<file path="src/rtl/uart_rx_pkg.sv">
package uart_rx_pkg;

  typedef enum logic [1:0] {
    RX_IDLE  = 2'd0,
    RX_START = 2'd1,
    RX_DATA  = 2'd2,
    RX_STOP  = 2'd3
  } rx_state_e;

  function automatic logic maj3(input logic a, input logic b, input logic c);
    return (a & b) | (a & c) | (b & c);
  endfunction

endpackage

</file>
<file path="src/rtl/uart_rx_baud.sv">
module uart_rx_baud #(
  parameter int BYTE_W = 8
) (
  input  logic              clk,
  input  logic              rst_n,
  input  logic [1:0]        presc_sel_i,
  input  logic              wide_i,
  input  logic [BYTE_W-1:0] div_hi_i,
  input  logic [BYTE_W-1:0] div_lo_i,
  output logic              tick_o
);
  localparam int DIV_W = 2 * BYTE_W;
  localparam int PRE_W = 6;

  logic [PRE_W-1:0] pre_cnt, pre_nxt, pre_lim;
  logic [DIV_W-1:0] div_cnt, div_nxt, div_val;
  logic             pre_wrap, div_wrap;

  always_comb begin
    unique case (presc_sel_i)
      2'b00:   pre_lim = PRE_W'(63);
      2'b01:   pre_lim = PRE_W'(15);
      default: pre_lim = PRE_W'(3);
    endcase
    div_val  = wide_i ? {div_hi_i, div_lo_i} : {{BYTE_W{1'b0}}, div_lo_i};
    pre_wrap = (pre_cnt >= pre_lim);
    pre_nxt  = pre_wrap ? '0 : pre_cnt + 1'b1;
    div_wrap = pre_wrap && (div_cnt >= div_val);
    div_nxt  = div_cnt;
    if (pre_wrap) div_nxt = div_wrap ? '0 : div_cnt + 1'b1;
  end

  always_ff @(posedge clk or negedge rst_n) begin
    if (!rst_n) begin
      pre_cnt <= '0;
      div_cnt <= '0;
    end else begin
      pre_cnt <= pre_nxt;
      div_cnt <= div_nxt;
    end
  end

  assign tick_o = div_wrap;
endmodule

</file>
<file path="src/rtl/uart_rx_core.sv">
module uart_rx_core
  import uart_rx_pkg::*;
#(
  parameter int BYTE_W = 8,
  parameter int OVS    = 16
) (
  input  logic            clk,
  input  logic            rst_n,
  input  logic            en_i,
  input  logic            tick_i,
  input  logic            rx_i,
  input  logic            nine_i,
  output logic            done_o,
  output logic [BYTE_W:0] frame_o,
  output logic            stop_ok_o
);
  localparam int FW  = BYTE_W + 1;
  localparam int CW  = $clog2(OVS);
  localparam int IW  = $clog2(FW);
  localparam int MID = OVS / 2;
  localparam logic [CW-1:0] POS_A = CW'(MID - 1);
  localparam logic [CW-1:0] POS_B = CW'(MID);
  localparam logic [CW-1:0] POS_C = CW'(MID + 1);
  localparam logic [CW-1:0] POS_L = CW'(OVS - 1);

  logic [1:0]    sync_q;
  logic          rx_s;
  rx_state_e     st_q, st_n;
  logic [CW-1:0] cnt_q, cnt_n;
  logic [IW-1:0] idx_q, idx_n, idx_last;
  logic          sa_q, sa_n, sb_q, sb_n, vote;
  logic [FW-1:0] fr_q, fr_n;
  logic          done_q, done_n, ok_q, ok_n;

  assign rx_s     = sync_q[1];
  assign vote     = maj3(sa_q, sb_q, rx_s);
  assign idx_last = nine_i ? IW'(BYTE_W) : IW'(BYTE_W - 1);

  always_comb begin
    st_n   = st_q;
    cnt_n  = cnt_q;
    idx_n  = idx_q;
    sa_n   = sa_q;
    sb_n   = sb_q;
    fr_n   = fr_q;
    done_n = 1'b0;
    ok_n   = ok_q;
    if (!en_i) begin
      st_n = RX_IDLE;
    end else if (tick_i) begin
      if (st_q == RX_IDLE) begin
        if (!rx_s) begin
          st_n  = RX_START;
          cnt_n = CW'(1);
          fr_n  = '0;
        end
      end else begin
        cnt_n = cnt_q + 1'b1;
        if (cnt_q == POS_A) sa_n = rx_s;
        if (cnt_q == POS_B) sb_n = rx_s;
        if (cnt_q == POS_C) begin
          unique case (st_q)
            RX_START: if (vote) st_n = RX_IDLE;
            RX_DATA:  fr_n[idx_q] = vote;
            RX_STOP: begin
              done_n = 1'b1;
              ok_n   = vote;
              st_n   = RX_IDLE;
            end
            default: ;
          endcase
        end
        if (cnt_q == POS_L) begin
          if (st_q == RX_START) begin
            st_n  = RX_DATA;
            idx_n = '0;
          end else if (st_q == RX_DATA) begin
            if (idx_q == idx_last) st_n = RX_STOP;
            else                   idx_n = idx_q + 1'b1;
          end
        end
      end
    end
  end

  always_ff @(posedge clk or negedge rst_n) begin
    if (!rst_n) sync_q <= 2'b11;
    else        sync_q <= {sync_q[0], rx_i};
  end

  always_ff @(posedge clk or negedge rst_n) begin
    if (!rst_n) begin
      st_q   <= RX_IDLE;
      cnt_q  <= '0;
      idx_q  <= '0;
      sa_q   <= 1'b1;
      sb_q   <= 1'b1;
      fr_q   <= '0;
      done_q <= 1'b0;
      ok_q   <= 1'b1;
    end else begin
      st_q   <= st_n;
      cnt_q  <= cnt_n;
      idx_q  <= idx_n;
      sa_q   <= sa_n;
      sb_q   <= sb_n;
      fr_q   <= fr_n;
      done_q <= done_n;
      ok_q   <= ok_n;
    end
  end

  assign done_o    = done_q;
  assign frame_o   = fr_q;
  assign stop_ok_o = ok_q;
endmodule

</file>
<file path="src/rtl/uart_rx_fifo.sv">
module uart_rx_fifo #(
  parameter int W     = 9,
  parameter int DEPTH = 2
) (
  input  logic         clk,
  input  logic         rst_n,
  input  logic         push_i,
  input  logic         pop_i,
  input  logic [W-1:0] wdata_i,
  output logic [W-1:0] rdata_o,
  output logic         empty_o,
  output logic         full_o
);
  localparam int AW = (DEPTH > 1) ? $clog2(DEPTH) : 1;
  localparam int CW = $clog2(DEPTH + 1);
  localparam logic [AW-1:0] LAST  = AW'(DEPTH - 1);
  localparam logic [CW-1:0] FULLC = CW'(DEPTH);

  logic [W-1:0]  mem [DEPTH];
  logic [AW-1:0] wr_q, wr_n, rd_q, rd_n;
  logic [CW-1:0] cnt_q, cnt_n;

  always_comb begin
    wr_n = wr_q;
    rd_n = rd_q;
    if (push_i) wr_n = (wr_q == LAST) ? '0 : wr_q + 1'b1;
    if (pop_i)  rd_n = (rd_q == LAST) ? '0 : rd_q + 1'b1;
    unique case ({push_i, pop_i})
      2'b10:   cnt_n = cnt_q + 1'b1;
      2'b01:   cnt_n = cnt_q - 1'b1;
      default: cnt_n = cnt_q;
    endcase
  end

  always_ff @(posedge clk or negedge rst_n) begin
    if (!rst_n) begin
      wr_q  <= '0;
      rd_q  <= '0;
      cnt_q <= '0;
    end else begin
      wr_q  <= wr_n;
      rd_q  <= rd_n;
      cnt_q <= cnt_n;
    end
  end

  always_ff @(posedge clk) begin
    if (push_i) mem[wr_q] <= wdata_i;
  end

  assign rdata_o = mem[rd_q];
  assign empty_o = (cnt_q == '0);
  assign full_o  = (cnt_q == FULLC);
endmodule

</file>
<file path="src/rtl/uart_addr_rx.sv">
module uart_addr_rx #(
  parameter int BYTE_W     = 8,
  parameter int FIFO_DEPTH = 2,
  parameter int OVS        = 16
) (
  input  logic              clk,
  input  logic              rst_n,
  input  logic              rx_i,
  input  logic              port_en_i,
  input  logic              rx_en_i,
  input  logic              nine_bit_i,
  input  logic              addr_filt_i,
  input  logic              div_wide_i,
  input  logic [1:0]        presc_sel_i,
  input  logic [BYTE_W-1:0] div_hi_i,
  input  logic [BYTE_W-1:0] div_lo_i,
  input  logic              irq_en_i,
  input  logic              rd_i,
  output logic [BYTE_W-1:0] rd_data_o,
  output logic              rd_bit9_o,
  output logic              avail_o,
  output logic              ovr_err_o,
  output logic              frm_err_o,
  output logic              irq_o
);
  localparam int FW = BYTE_W + 1;

  logic          tick, core_en, done, stop_ok;
  logic [FW-1:0] frame, head;
  logic          empty, full, pop, push, pass, take, ovr_set;
  logic          ovr_q, ovr_n, frm_q, frm_n;

  uart_rx_baud #(.BYTE_W(BYTE_W)) u_baud (
    .clk(clk), .rst_n(rst_n), .presc_sel_i(presc_sel_i), .wide_i(div_wide_i),
    .div_hi_i(div_hi_i), .div_lo_i(div_lo_i), .tick_o(tick)
  );

  uart_rx_core #(.BYTE_W(BYTE_W), .OVS(OVS)) u_core (
    .clk(clk), .rst_n(rst_n), .en_i(core_en), .tick_i(tick), .rx_i(rx_i),
    .nine_i(nine_bit_i), .done_o(done), .frame_o(frame), .stop_ok_o(stop_ok)
  );

  uart_rx_fifo #(.W(FW), .DEPTH(FIFO_DEPTH)) u_fifo (
    .clk(clk), .rst_n(rst_n), .push_i(push), .pop_i(pop), .wdata_i(frame),
    .rdata_o(head), .empty_o(empty), .full_o(full)
  );

  always_comb begin
    core_en = port_en_i && rx_en_i && !ovr_q;
    pop     = rd_i && !empty;
    pass    = !(nine_bit_i && addr_filt_i) || frame[BYTE_W];
    take    = done && pass;
    push    = take && (!full || pop);
    ovr_set = take && full && !pop;
    ovr_n   = ovr_q;
    frm_n   = frm_q;
    if (!rx_en_i) begin
      ovr_n = 1'b0;
      frm_n = 1'b0;
    end else begin
      if (ovr_set)           ovr_n = 1'b1;
      if (push && !stop_ok)  frm_n = 1'b1;
    end
  end

  always_ff @(posedge clk or negedge rst_n) begin
    if (!rst_n) begin
      ovr_q <= 1'b0;
      frm_q <= 1'b0;
    end else begin
      ovr_q <= ovr_n;
      frm_q <= frm_n;
    end
  end

  assign rd_data_o = empty ? '0 : head[BYTE_W-1:0];
  assign rd_bit9_o = !empty && head[BYTE_W];
  assign avail_o   = !empty;
  assign ovr_err_o = ovr_q;
  assign frm_err_o = frm_q;
  assign irq_o     = !empty && irq_en_i;
endmodule

</file>
<file path="config.mk">
export PLATFORM = sky130hd
export DESIGN_NAME = uart_addr_rx
export DESIGN_NICKNAME = d
export VERILOG_FILES = /design/src/rtl/uart_rx_pkg.sv /design/src/rtl/uart_rx_baud.sv /design/src/rtl/uart_rx_core.sv /design/src/rtl/uart_rx_fifo.sv /design/src/rtl/uart_addr_rx.sv
export SDC_FILE = /design/constraint.sdc
export NUM_CORES = 1
export LEC_CHECK = 0
export ABC_CLOCK_PERIOD_IN_PS = 2300
export CORE_UTILIZATION = 40
export CTS_BUF_LIST = sky130_fd_sc_hd__clkbuf_2
export DETAILED_ROUTE_END_ITERATION = 10
export GPL_TIMING_DRIVEN = 0
export PLACE_DENSITY = 0.74
export SYNTH_ARGS = -nofsm -noshare
export SYNTH_HDL_FRONTEND = slang
export SYNTH_SLANG_ARGS = --single-unit
export TNS_END_PERCENT = 30
</file>
<file path="constraint.sdc">
create_clock -name clk -period 2.3 [get_ports clk]
set_input_delay 0.46 -clock clk [delete_from_list [all_inputs] [get_ports clk]]
set_output_delay 0.46 -clock clk [all_outputs]
set_load 0.02 [all_outputs]
</file>
==> metrics.txt, run 1 <==
count of state elements after synthesis=71; setup repair after global routing missed its margin=yes; sequential area share after synthesis=45.63%; number of endpoints with negative hold slack in the final report=0; setup clock skew after layout=0.01763 ns; static power due to leakage=0.002191 uW; via density per instance=5.260; clock tree buffer depth=2; capturing element of the worst setup path=u_core.cnt_q[2]; Vert. Die Dim=103.3 um; CTS tree=built; number of CTS-inserted buffers=9; Setup violations, final=9; total number of vias=3240; Routed wire per std cell=13.96 um; area growth from synthesis to layout=28.38%; Worst Path Class, Setup=input port to flip-flop; post-synthesis net count=473; DRC violation count after routing=0; buffers added on ports=39; global routing usage summed across all routing layers=16.43%; Clock Tree Root=sky130_fd_sc_hd__clkbuf_2; switching share of power=37.54%; class of the worst hold path=input port to flip-flop; Post-Syn Area per Cell=9.964 um^2; EDFF count, synth=18; H-tree depth reported by CTS=3; slack of the critical path=-0.08291 ns; clock slew at the register clock pins of the worst setup and hold paths=0.20 ns; maximum clock frequency=419.7 MHz; Die ar.=0.01067 mm^2; reported net switching power=1484 uW; data arrival time of the critical path=2.79 ns; slew at the pin closest to its max-slew limit=0.7915 ns; part of the power in combinational logic=37.1%; post-route ant nets=0; Detail Placement HPWL=6.230 mm; Routed Wire Length=8.599 mm; number of iterations in the first detailed-routing pass=4; number of different library cells in the post-synthesis netlist=53; I/O pin count=41; first-iteration detailed-routing DRC count=128; final period utilization=103.6%; slew margin rel.=47.04%; post-route design area=0.005270 mm^2; number of cells on the worst reg-to-reg path=8; clock period minus worst slack=2.383 ns; worst hold slack=0.3416 ns; Clk network pwr share=21.5%; vias in the first global route=2948; outcome=finished, violations left; internal power summed over all cells=2470 uW; Multi-input gate area=0.002326 mm^2; sequential power share=41.3%; Synth top cells by count=sky130_fd_sc_hd__nor2_1, sky130_fd_sc_hd__dfrtp_1, sky130_fd_sc_hd__ha_1; clock latency of the later-clocked register in the worst-skew pair=0.51 ns; placement-stage worst setup slack=-0.8797 ns; Pins Over Slew Limit=0; violations in the final reports=negative setup slack; Sink Count=71; number of antenna violations at the first check in global routing=0; net count reported at finish=539; number of max-cap violations=0; Seq. cell area=0.001874 mm^2; largest net degree at the start of global routing=37; initial core utilization=41.62%; Placement Cell Area=0.004788 mm^2; biggest area contributors in the synthesized netlist=sky130_fd_sc_hd__dfrtp_1, sky130_fd_sc_hd__edfxtp_1, sky130_fd_sc_hd__ha_1, sky130_fd_sc_hd__nor2_1, sky130_fd_sc_hd__nand3_1; maximum vdd drop=350.3 uV; overall overflow remaining after global route=0; Critical Path Sink Type=flip-flop; final antenna diode count=0; peak fanout along the critical path=7; proportion of synthesized flip-flops having asynchronous set or reset=74.65%; FP Rows=36; layout filler cell count=854; number of placed cells counting well taps=585; share of cells above drive strength 1=18.84%; start of the worst register-to-register path=u_baud.div_cnt[14]; core area=0.009864 mm^2; count leader, synth=sky130_fd_sc_hd__nor2_1; power per cell area=750.2 mW/mm^2; instance count of the mapped netlist=412; die width=103.3 um; post-synth top area share=29.26%; Critical Path Source Type=input port; startpoint of the most critical hold path=rx_i; flop-to-flop setup slack=-0.08 ns; area of the mapped netlist=0.004105 mm^2; most common flop cell mapped by yosys=sky130_fd_sc_hd__dfrtp_1; area leader, netlist=sky130_fd_sc_hd__dfrtp_1; wire length of the first global-routing pass=13.56 mm; routability-driven placement congestion ratio=0.8779; data required time of the critical path=2.71 ns; Ys Warns=0; Critical Path Start=div_hi_i[5]; final standard cell count with taps included and fillers excluded=616; RR Endpoint=u_core.cnt_q[2]
==> power by group through the flow <==
stage	Clock, uW	Combinational [uW]	Sequential, uW
floorplan	0	903	1580
global placement	0	1290	1620
detailed placement	0	1330	1620
CTS	871	1340	1630
global route	915	1630	1660
finish	851	1470	1630
==> worst min path at each step <==
stage	to	slack, ns	cells after the start
after detailed placement	u_core.sync_q[1]	0.35	0
final	u_core.sync_q[0]	0.34	1
after CTS	u_core.sync_q[0]	0.31	1
after global placement	u_core.sync_q[1]	0.35	0
after floorplan	frm_err_o	0.16	0
after global routing	u_core.sync_q[0]	0.31	1
==> routing by layer <==
metal  vias up  part of all wire [%]  global-route usage, %
met3        13                   3.8                  2.554
met1      1537                    47                  21.58
met4         0                   1.4                  6.609
met5         -                     0                      0
met2        84                    48                  27.28
li1       1606                     -                      -
==> state kept, by name, indices dropped and copies added (netlist names) <==
name,flops
u_core.stop_ok_o,1
u_core.st_q,2
u_fifo.mem,18
u_fifo.wr_q,1
u_core.sa_q,1
u_core.done_o,1
u_core.idx_q,4
u_baud.div_cnt,16
u_fifo.cnt_q,2
u_fifo.rd_q,1
u_core.sb_q,1
u_core.cnt_q,4
ovr_err_o,1
u_core.sync_q,2
u_core.frame_o,9
u_baud.pre_cnt,6
frm_err_o,1
==> cell usage in the layout, fill, tap and decap left out, types with 15 or more instances in the layout <==
master	instances
sky130_fd_sc_hd__buf_4	15
sky130_fd_sc_hd__xnor2_1	15
sky130_fd_sc_hd__edfxtp_1	18
sky130_fd_sc_hd__ha_1	26
sky130_fd_sc_hd__nand3_1	24
sky130_fd_sc_hd__a21oi_1	17
sky130_fd_sc_hd__nand2_1	25
sky130_fd_sc_hd__dfrtp_1	47
sky130_fd_sc_hd__nor2_1	47
sky130_fd_sc_hd__clkdlybuf4s50_1	27
sky130_fd_sc_hd__inv_1	24
==> worst max-delay path: stages <==
cell and delay, ns:
sky130_fd_sc_hd__clkdlybuf4s50_1 0.50, sky130_fd_sc_hd__nand2_4 0.06, sky130_fd_sc_hd__ha_4 0.25, sky130_fd_sc_hd__nand4_1 0.09
sky130_fd_sc_hd__buf_4 0.17, sky130_fd_sc_hd__a211oi_4 0.24, sky130_fd_sc_hd__a32oi_4 0.18, sky130_fd_sc_hd__a21oi_4 0.28
sky130_fd_sc_hd__nand3_1 0.18, sky130_fd_sc_hd__a221o_1 0.37
==> logic make-up (layout without fill, tap and decap cells) <==
| logic type | after synthesis | in the layout | synth area share [%] |
|---|---|---|---|
| xor gates and xnor gates | 18 | 18 | 3.841 |
| muxes | 14 | 14 | 3.505 |
| AOI/OAI and AO/OA | 66 | 66 | 11.37 |
| and+or+nand+nor | 170 | 170 | 21.43 |
| DFF | 71 | 71 | 45.63 |
| adders and majority gates | 34 | 34 | 10.30 |
| buffers and inverters | 39 | 110 | 3.932 |
==> what timing repair did <==
action | in CTS | in global routing
hold buffers | 1 | 0
gates resized for setup | 33 | 21
buffers inserted | 10 | 7
hold endpoints to repair | 13 | 0
setup endpoints to repair | 44 | 41
pin swaps | 12 | 12
==> per-stage QoR <==
stage                     util [%]  power (uW)  TNS (ns)
after floorplan                  -        2482   -0.5801
after global placement       48.39        2906    -68.10
after detailed placement     48.54        2953    -31.85
after CTS                    51.66        3846   -0.2908
after global routing         53.42        4206    -1.964
final                        53.42        3954   -0.2192
==> layout make-up <==
cell class,instances,area share [%]
sequential,71,35.57
timing repair buffer,58,10.66
multi-input combinational,302,44.14
buffer,11,1.852
clock inverter,7,1.994
tap,133,3.158
inverter,25,1.781
clock buffer,9,0.8547
(Power assumes the default switching activity.)
==> run 2: changes to the inputs <==
CELL_PAD_IN_SITES_DETAIL_PLACEMENT = 0   (was not set)
CELL_PAD_IN_SITES_GLOBAL_PLACEMENT = 1   (was not set)
PLACE_DENSITY = 0.88   (was 0.74)
==> metrics.txt, run 2 (synthesis gave the netlist of run 1 again) <==
post-route ant nets=0 (unchanged); first-iteration detailed-routing DRC count=168 (+31%); Routed wire per std cell=14.43 um (+3.4%); vias in the first global route=3168 (+7.5%); data arrival time of the critical path=2.83 ns (+0.04 ns); Vert. Die Dim=103.3 um (unchanged); maximum clock frequency=419.4 MHz (about the same); H-tree depth reported by CTS=3 (unchanged); overall overflow remaining after global route=0 (unchanged); static power due to leakage=0.002313 uW (+5.6%); maximum vdd drop=367.7 uV (+5.0%); Setup violations, final=19 (+10); Sink Count=71 (unchanged); clock tree buffer depth=2 (unchanged); layout filler cell count=847 (-0.82%); Worst Path Class, Setup=flip-flop to flip-flop; cell type of the slowest stage on the worst timing path=sky130_fd_sc_hd__dfrtp_1; via density per instance=5.190 (-1.3%); number of endpoints with negative hold slack in the final report=0 (unchanged); commonest cells after routing, fill and taps aside=sky130_fd_sc_hd__dfrtp_1, sky130_fd_sc_hd__nor2_1, sky130_fd_sc_hd__buf_4; slack of the critical path=-0.08462 ns (-0.001715 ns); Routed Wire Length=9.267 mm (+7.8%); number of max-cap violations=0 (unchanged); peak fanout along the critical path=7 (unchanged); power per cell area=759.7 mW/mm^2 (+1.3%); initial core utilization=41.62% (unchanged); ordered cell list for the critical path=inv_2 > ha_4 > nand2b_4 > a2111o_1 > a32oi_4 > and2_4 > buf_12 > nor3_4 > a221o_1; I/O pin count=41 (unchanged); number of antenna violations at the first check in global routing=0 (unchanged); CTS tree=built; buffers added on ports=39 (unchanged); Top delay family on crit path=compound AO/OA/AOI/OAI gates; final total negative setup slack=-0.6050 ns (-0.3858 ns); max incr delay on CP=0.45 ns (-0.05 ns); total number of vias=3332 (+2.8%); placement-stage worst setup slack=-0.8624 ns (+0.01735 ns); final period utilization=103.7% (about the same); Pins Over Slew Limit=0 (unchanged); wire length of the first global-routing pass=14.87 mm (+9.7%); FP Rows=36 (unchanged); violations in the final reports=negative setup slack; routability-driven placement congestion ratio=0.8429 (-4.0%); worst hold slack=0.3015 ns (-0.04005 ns); Critical Path Source Type=flip-flop; clock period minus worst slack=2.385 ns (+0.001715 ns); net count reported at finish=565 (+4.8%); Detail Placement HPWL=6.286 mm (+0.90%); core area=0.009864 mm^2 (unchanged); setup repair after global routing missed its margin=yes; clock latency of the later-clocked register in the worst-skew pair=0.52 ns (about the same); area growth from synthesis to layout=33.04%; final antenna diode count=0 (unchanged); slew margin rel.=49.51% (+2.5 points); number of CTS-inserted buffers=9 (unchanged); outcome=finished, violations left; setup clock skew after layout=0.02953 ns (+0.01190 ns); largest net degree at the start of global routing=33 (-11%); top register by number of flip-flops=u_fifo.mem; data required time of the critical path=2.75 ns (+0.04 ns); share of cells above drive strength 1=24.36% (+5.5 points); DRC violation count after routing=0 (unchanged); global routing usage summed across all routing layers=18.40% (+2.0 points); max FFs per register=18 (unchanged); slew at the pin closest to its max-slew limit=0.7545 ns (-0.03701 ns); number of iterations in the first detailed-routing pass=4 (unchanged); Critical Path Sink Type=flip-flop; Die ar.=0.01067 mm^2 (unchanged); die width=103.3 um (unchanged); class of the worst hold path=input port to flip-flop; most common cell after layout, fill and taps aside=sky130_fd_sc_hd__dfrtp_1; Clock Tree Root=sky130_fd_sc_hd__clkbuf_2; clock slew at the register clock pins of the worst setup and hold paths=0.23 ns (+0.03 ns); number of buffers and inverters on the critical path=2 (unchanged)
## run 2: cell count changes in the layout (fill, tap and decap cells not counted), sizes merged
cell | before | now
clkbuf | 14 | 16
buf | 25 | 50
dlymetal6s2s | 0 | 1
inv | 27 | 26
clkdlybuf4s15 | 0 | 4
clkinvlp | 1 | 2
dlygate4sd2 | 11 | 5
## run 2: final cells by class
| cell class | count | area [um^2] | area share [%] |
|---|---|---|---|
| Inverter | 25 | 93.84 | 1.718 |
| Tap cell | 133 | 166.4 | 3.047 |
| Timing Repair Buffer | 83 | 732.0 | 13.40 |
| Multi-Input combinational cell | 302 | 2341 | 42.86 |
| Sequential cell | 71 | 1874 | 34.32 |
| Clock inverter | 7 | 96.34 | 1.764 |
| Buffer | 12 | 112.6 | 2.062 |
| Clock buffer | 9 | 45.04 | 0.8247 |
## run 2: path summary, 6_finish.rpt
path / from / to / slack, ns / cells past startpoint
min reg2reg: u_core.sync_q[0] / u_core.sync_q[1] / 0.37 / 0
max reg2reg: u_baud.div_cnt[0] / u_core.cnt_q[2] / -0.08 / 9
max in group asynchronous: rst_n / u_baud.div_cnt[9] / 1.33 / 3
min in group asynchronous: rst_n / u_core.cnt_q[1] / 0.39 / 2
max: u_baud.div_cnt[0] / u_core.cnt_q[2] / -0.08 / 9
min: rx_i / u_core.sync_q[0] / 0.30 / 1
## run 2: per-stage QoR
stage	utilization, %	total power, uW	cell area [um^2]	cells
CTS	53.30	4035	5258	630
detailed placement	48.54	2981	4788	585
global route	55.37	4414	5461	642
finish	55.37	4149	5461	642
floorplan	-	2482	4217	412
global placement	48.39	2928	4773	584
## run 2: repair_timing
item / CTS / global route
gates resized for setup: 34 / 34
hold buffers: 1 / 0
gates cloned: 1 / 0
buffers inserted: 28 / 15
pin swaps: 24 / 13
endpoints found under the hold margin: 16 / 0
endpoints found under the setup margin: 45 / 48
## run 2: layer usage
layer | up-vias | global-route usage, % | wire length (um)
li1 | 1656 | - | -
met1 | 1594 | 24.20 | 4213
met2 | 70 | 30.46 | 4601
met3 | 12 | 3.831 | 362
met4 | 0 | 5.959 | 89
met5 | - | 0 | 0
## run 2: report_power, final
group / internal (uW) / switching (uW)
Sequential: 1440 / 199
Clock: 361 / 483
Combinational: 772 / 894
Total: 2570 / 1580
